[config.mk]
export PLATFORM = sky130hd
export DESIGN_NAME = vtg_top
export DESIGN_NICKNAME = d
export VERILOG_FILES = /design/src/rtl/vtg_pkg.sv /design/src/rtl/vtg_sync.sv /design/src/rtl/vtg_ctrl.sv /design/src/rtl/vtg_datapath.sv /design/src/rtl/vtg_top.sv
export SDC_FILE = /design/constraint.sdc
export NUM_CORES = 1
export LEC_CHECK = 0
export BUFFER_PORTS_ARGS = -buffer_cell sky130_fd_sc_hd__buf_2
export CAP_MARGIN = 20
export CORE_MARGIN = 5
export CORE_UTILIZATION = 30
export CTS_BUF_LIST = sky130_fd_sc_hd__clkbuf_4
export DETAILED_ROUTE_END_ITERATION = 10
export SLEW_MARGIN = 20
export SYNTH_ARGS = -nofsm -noshare
export SYNTH_HDL_FRONTEND = slang
export SYNTH_SLANG_ARGS = --single-unit
[constraint.sdc]
create_clock -name clk -period 4.9 [get_ports clk]
set_clock_uncertainty 0.05 [all_clocks]
set_input_delay 0.98 -clock clk [delete_from_list [all_inputs] [get_ports clk]]
set_output_delay 0.98 -clock clk [all_outputs]
set_load 0.005 [all_outputs]
[src/rtl/vtg_pkg.sv]
package vtg_pkg;

  // Per-cycle step commands issued by the control to the datapath.
  typedef struct packed {
    logic live;     // raster running this cycle
    logic restart;  // return to origin
    logic stepH;    // advance horizontal position
    logic wrapH;    // horizontal counter returns to zero
    logic wrapV;    // vertical counter returns to zero
    logic loadCfg;  // copy configuration into shadow
  } vtgStep_t;

endpackage

[src/rtl/vtg_sync.sv]
module vtg_sync #(
  parameter int CW = 12
) (
  input  logic [CW-1:0] cnt,
  input  logic [CW-1:0] start,
  input  logic [CW-1:0] width,
  input  logic          pol,
  input  logic          live,
  output logic          syncOut
);

  logic [CW:0] stopPos;
  logic        inWin;

  always_comb begin
    stopPos = {1'b0, start} + {1'b0, width};
    inWin   = (cnt >= start) && ({1'b0, cnt} < stopPos);
    syncOut = (live & inWin) ^ pol;
  end

endmodule

[src/rtl/vtg_ctrl.sv]
module vtg_ctrl
  import vtg_pkg::*;
(
  input  logic     rst,
  input  logic     en,
  input  logic     atLineEnd,
  input  logic     atFrameEnd,
  output vtgStep_t step
);

  always_comb begin
    step         = '0;
    step.live    = en;
    step.restart = rst;
    step.stepH   = en & ~rst;
    step.wrapH   = step.stepH & atLineEnd;
    step.wrapV   = step.wrapH & atFrameEnd;
    step.loadCfg = rst | step.wrapV;
  end

endmodule

[src/rtl/vtg_datapath.sv]
module vtg_datapath
  import vtg_pkg::*;
#(
  parameter int CW        = 12,
  parameter int PW        = 24,
  parameter int GUARD_LEN = 2,
  parameter int PRE_LEN   = 8
) (
  input  logic          clk,
  input  vtgStep_t      step,
  input  logic [CW-1:0] cfgFrameW,
  input  logic [CW-1:0] cfgFrameH,
  input  logic [CW-1:0] cfgActW,
  input  logic [CW-1:0] cfgActH,
  input  logic [CW-1:0] cfgHsStart,
  input  logic [CW-1:0] cfgHsWidth,
  input  logic          cfgHsPol,
  input  logic [CW-1:0] cfgVsStart,
  input  logic [CW-1:0] cfgVsWidth,
  input  logic          cfgVsPol,
  input  logic [PW-1:0] rgbIn,
  output logic          atLineEnd,
  output logic          atFrameEnd,
  output logic [PW-1:0] rgbOut,
  output logic          hsync,
  output logic          vsync,
  output logic          de,
  output logic          preamble,
  output logic          guard,
  output logic [CW-1:0] posX,
  output logic [CW-1:0] posY
);

  localparam logic [CW:0] GUARD_OFS = (CW+1)'(GUARD_LEN);
  localparam logic [CW:0] LEAD_OFS  = (CW+1)'(GUARD_LEN + PRE_LEN);

  // shadow geometry
  logic [CW-1:0] frameW, frameH, actW, actH;
  logic [1:0][CW-1:0] syncStart, syncWidth;
  logic [1:0]         syncPol;

  always_ff @(posedge clk) begin
    if (step.loadCfg) begin
      frameW       <= cfgFrameW;
      frameH       <= cfgFrameH;
      actW         <= cfgActW;
      actH         <= cfgActH;
      syncStart[0] <= cfgHsStart;
      syncWidth[0] <= cfgHsWidth;
      syncPol[0]   <= cfgHsPol;
      syncStart[1] <= cfgVsStart;
      syncWidth[1] <= cfgVsWidth;
      syncPol[1]   <= cfgVsPol;
    end
  end

  // position counters
  logic [CW-1:0] hCnt, vCnt;

  always_ff @(posedge clk) begin
    if (step.restart) begin
      hCnt <= '0;
      vCnt <= '0;
    end else if (step.stepH) begin
      if (step.wrapH) begin
        hCnt <= '0;
        vCnt <= step.wrapV ? '0 : vCnt + 1'b1;
      end else begin
        hCnt <= hCnt + 1'b1;
      end
    end
  end

  assign atLineEnd  = (hCnt == frameW - 1'b1);
  assign atFrameEnd = (vCnt == frameH - 1'b1);

  // region decode
  logic [CW:0] hBlank, vBlank, hExt, vExt;
  logic        rowAct, colAct;

  always_comb begin
    hBlank   = {1'b0, frameW} - {1'b0, actW};
    vBlank   = {1'b0, frameH} - {1'b0, actH};
    hExt     = {1'b0, hCnt};
    vExt     = {1'b0, vCnt};
    rowAct   = vExt >= vBlank;
    colAct   = hExt >= hBlank;
    de       = step.live & rowAct & colAct;
    guard    = step.live & rowAct & (hExt + GUARD_OFS >= hBlank) & (hExt < hBlank);
    preamble = step.live & rowAct & (hExt + LEAD_OFS >= hBlank) & (hExt + GUARD_OFS < hBlank);
    posX     = de ? hCnt - hBlank[CW-1:0] : '0;
    posY     = de ? vCnt - vBlank[CW-1:0] : '0;
    rgbOut   = de ? rgbIn : '0;
  end

  // sync pulse generators, one per axis
  logic [1:0][CW-1:0] axCnt;
  logic [1:0]         axSync;

  assign axCnt[0] = hCnt;
  assign axCnt[1] = vCnt;

  for (genvar a = 0; a < 2; a++) begin : gSync
    vtg_sync #(.CW(CW)) uSync (
      .cnt    (axCnt[a]),
      .start  (syncStart[a]),
      .width  (syncWidth[a]),
      .pol    (syncPol[a]),
      .live   (step.live),
      .syncOut(axSync[a])
    );
  end

  assign hsync = axSync[0];
  assign vsync = axSync[1];

endmodule

[src/rtl/vtg_top.sv]
module vtg_top
  import vtg_pkg::*;
#(
  parameter int CW        = 12,
  parameter int BPC       = 8,
  parameter int GUARD_LEN = 2,
  parameter int PRE_LEN   = 8,
  localparam int PW       = 3 * BPC
) (
  input  logic          clk,
  input  logic          rst,
  input  logic          en,
  input  logic [CW-1:0] cfgFrameW,
  input  logic [CW-1:0] cfgFrameH,
  input  logic [CW-1:0] cfgActW,
  input  logic [CW-1:0] cfgActH,
  input  logic [CW-1:0] cfgHsStart,
  input  logic [CW-1:0] cfgHsWidth,
  input  logic          cfgHsPol,
  input  logic [CW-1:0] cfgVsStart,
  input  logic [CW-1:0] cfgVsWidth,
  input  logic          cfgVsPol,
  input  logic [PW-1:0] rgbIn,
  output logic [PW-1:0] rgbOut,
  output logic          hsync,
  output logic          vsync,
  output logic          de,
  output logic          preamble,
  output logic          guard,
  output logic [CW-1:0] posX,
  output logic [CW-1:0] posY
);

  vtgStep_t step;
  logic     atLineEnd, atFrameEnd;

  vtg_ctrl uCtrl (
    .rst       (rst),
    .en        (en),
    .atLineEnd (atLineEnd),
    .atFrameEnd(atFrameEnd),
    .step      (step)
  );

  vtg_datapath #(
    .CW(CW), .PW(PW), .GUARD_LEN(GUARD_LEN), .PRE_LEN(PRE_LEN)
  ) uDp (
    .clk       (clk),
    .step      (step),
    .cfgFrameW (cfgFrameW),
    .cfgFrameH (cfgFrameH),
    .cfgActW   (cfgActW),
    .cfgActH   (cfgActH),
    .cfgHsStart(cfgHsStart),
    .cfgHsWidth(cfgHsWidth),
    .cfgHsPol  (cfgHsPol),
    .cfgVsStart(cfgVsStart),
    .cfgVsWidth(cfgVsWidth),
    .cfgVsPol  (cfgVsPol),
    .rgbIn     (rgbIn),
    .atLineEnd (atLineEnd),
    .atFrameEnd(atFrameEnd),
    .rgbOut    (rgbOut),
    .hsync     (hsync),
    .vsync     (vsync),
    .de        (de),
    .preamble  (preamble),
    .guard     (guard),
    .posX      (posX),
    .posY      (posY)
  );

endmodule

==> summary.txt <==
Outcome: finished with violations
Violated checks: negative setup slack
CP startpoint: uDp.actH[1]$_DFFE_PP_
Placed Cells: 1772
Number of global-route vias before repair: 9580
Max Clk Rate: 181 MHz
Headroom to the max-slew limit: 0.443
Leakage power: 6.05 nW
Top_reg_cell synth: edfxtp_1
Worst-path clk slew: 0.15 ns
Slowest-stage cell, CP: edfxtp_1
Data required, critical path: 3.87 ns
Clock root buffer: clkbuf_4
# hold bufs at CTS: 0
Die area: 38000 um2
Seq/Total Area, Yosys: 0.334
Initial DRC count: 334
WP data arrival: 4.50 ns
Post-DRT Antenna Nets: 0
Type of origin of the critical path: register
Area Growth Syn to Fin: 34.2%
Pwr Density: 249 nW/um2
Die Span Y: 195 um
Hold_ws: 0.469 ns
Synth Register Bits: 122
Crit-path cells: inv_1 -> ha_1 -> nor2b_4 -> o21ai_2 -> a21oi_2 -> o41a_1 -> a41o_1 -> nor2_1 -> xor2_1 -> ha_1 -> and4_1 -> nand2_1 -> a211oi_1 -> and3b_2 -> a21oi_4 -> o311ai_4 -> buf_12 -> buf_6 -> clkbuf_16 -> nor3b_1 -> buf_2
Placer Congestion: 0.937
Final #Nets: 1663
Post-DP HPWL: 24200 um
Largest stage delay, worst path: 0.40 ns
Worst Hold Launch: cfgFrameW[7]
Syn avg cell area: 9.51 um2
R2R setup slack: 1.13 ns
Top delay family on crit path: compound AO/OA/AOI/OAI gates
Share of cells above drive strength 1: 0.338
Initial Util: 0.305
Routed wire per std cell: 17.1 um
Vias/cell: 4.96
Crit end category: output pin
Setup WS post-layout: -0.628 ns
# DRC: 0
Final setup violation count: 53
Critical setup path kind: reg2out
Top-area cell type share of the netlist area: 0.287
Top-Level Pins: 178
Crit path buf inv count: 5
Period minus WS final: 5.53 ns
# Max-Cap Violations: 0
Period Utilization, post-route: 1.13
Slew Viols, Final: 0
Share of flip-flops with an asynchronous set or reset: 0
Top-count cell post-synth: ha_1
1st-pass router iterations: 5
Horiz. Die Dim: 195 um
WL final: 31600 um
Total GRT Usage: 0.164
Largest fanout on the critical path: 7
Total power: 3.43 mW
Core Area: 33600 um2
Mapped Nets: 1354
Maximum vdd drop: 0.171 mV
DR vias: 9170
Post-Syn Area: 10300 um2
Most common library cells after synthesis: 145 x ha_1, 98 x edfxtp_1, 79 x inv_1
Max H-tree Level: 4
Synth top area cells: edfxtp_1 29%, ha_1 18%, dfxtp_1 4.7%, xnor2_1 4.5%, xor2_1 4.5%
Post-synth cell types: 74
Fin util: 0.409
Syn Inst Count: 1078
CP dominant cell by count: ha_1
GR Overflow Total: 0
Setup WS pre-CTS: -0.425 ns
Final Non-Filler Cells: 1849
Cell taking the most area after synthesis: edfxtp_1
Largest net degree at the start of global routing: 110
Worst Tran Pin Value: 0.836 ns
Critical R2R Launch: uDp.frameW[1]$_DFFE_PP_
Clock Latency Late Sink: 0.62 ns
Synth warn: 0
Longest Clk Path Bufs: 2
Number of synthesized flops with an enable pin: 98
Clock sinks: 122
Rows: 67
First-pass GRT wire length: 50300 um
Fill cells: 3267
I/O Buffers: 177
CTS tree: built
Hold Crit Class: in2reg
RSZ-0062 raised after global routing: yes
Count of final hold-check violations: 0
Num CTS Buffers: 17
Initial antenna violation count: 1
[per-layer routing]
layer	wire (um)	part of all wire	GRT usage	up-vias
li1	-	-	-	4620
met1	13300	0.42	0.191	4365
met2	16600	0.53	0.302	147
met3	841	0.027	0.0261	38
met4	756	0.024	0.0587	0
met5	0	0	0	-
[flip-flops by register name, summed over array words and instances, names as in the netlist]
| register | flops |
|---|---|
| uDp.actH | 12 |
| uDp.actW | 12 |
| uDp.frameH | 12 |
| uDp.frameW | 12 |
| uDp.hCnt | 12 |
| uDp.syncPol | 2 |
| uDp.syncStart | 24 |
| uDp.syncWidth | 24 |
| uDp.vCnt | 12 |
[metrics by stage]
step | instance area, um2 | setup TNS, ns
floorplan | 10300 | 0
global placement | 12400 | -6.18
detailed placement | 12400 | -9.58
CTS | 13400 | -33.04
global route | 13800 | -43.19
finish | 13800 | -27.91
[kinds of logic after synthesis]
| family | after synthesis | share of synthesized area |
|---|---|---|
| and+or+nand+nor | 353 | 0.192 |
| AOI/OAI and AO/OA | 237 | 0.152 |
| adders and majority gates | 151 | 0.189 |
| DFF | 122 | 0.334 |
| buffers and inverters | 108 | 0.0418 |
| xor gates and xnor gates | 106 | 0.0905 |
| muxes | 1 | 0.000976 |
[final timing paths]
path | end | cells after the start
min | uDp.frameW[7]$_DFFE_PP_ | 1
max reg2reg | uDp.frameH[7]$_DFFE_PP_ | 11
max | rgbOut[3] | 21
min reg2reg | uDp.vCnt[11]$_SDFFE_PP0P_ | 2
[placed cells by master, fill, tap and decap left out, types with 48 or more instances in the layout]
cell	count
a21oi_1	48
buf_2	174
buf_4	124
edfxtp_1	98
ha_1	135
inv_1	78
nand2_1	50
nor2_1	67
xnor2_1	52
xor2_1	51
[power by group]
part	total, mW	switching (mW)	internal (mW)
sequential	1.24	0.0446	1.19
clock	0.811	0.459	0.352
combinational	1.38	0.726	0.649
[area by class of cell]
type | count | area (um2) | share of cell area
multi-input combinational | 848 | 7040 | 0.511
sequential | 122 | 3420 | 0.249
timing repair buffer | 319 | 2140 | 0.156
tap | 448 | 561 | 0.0407
inverter | 79 | 297 | 0.0215
clock inverter | 15 | 174 | 0.0126
clock buffer | 17 | 128 | 0.00927
antenna | 1 | 2.50 | 0.000182
[what timing repair did]
action | 4_1_cts | 5_1_grt
resized for setup | 95 | 46
cloned | 2 | 2
endpoints found under the setup margin | 53 | 53
buffers inserted | 32 | 11
pin swaps | 37 | 33
Power figures use the tool's default switching activity.
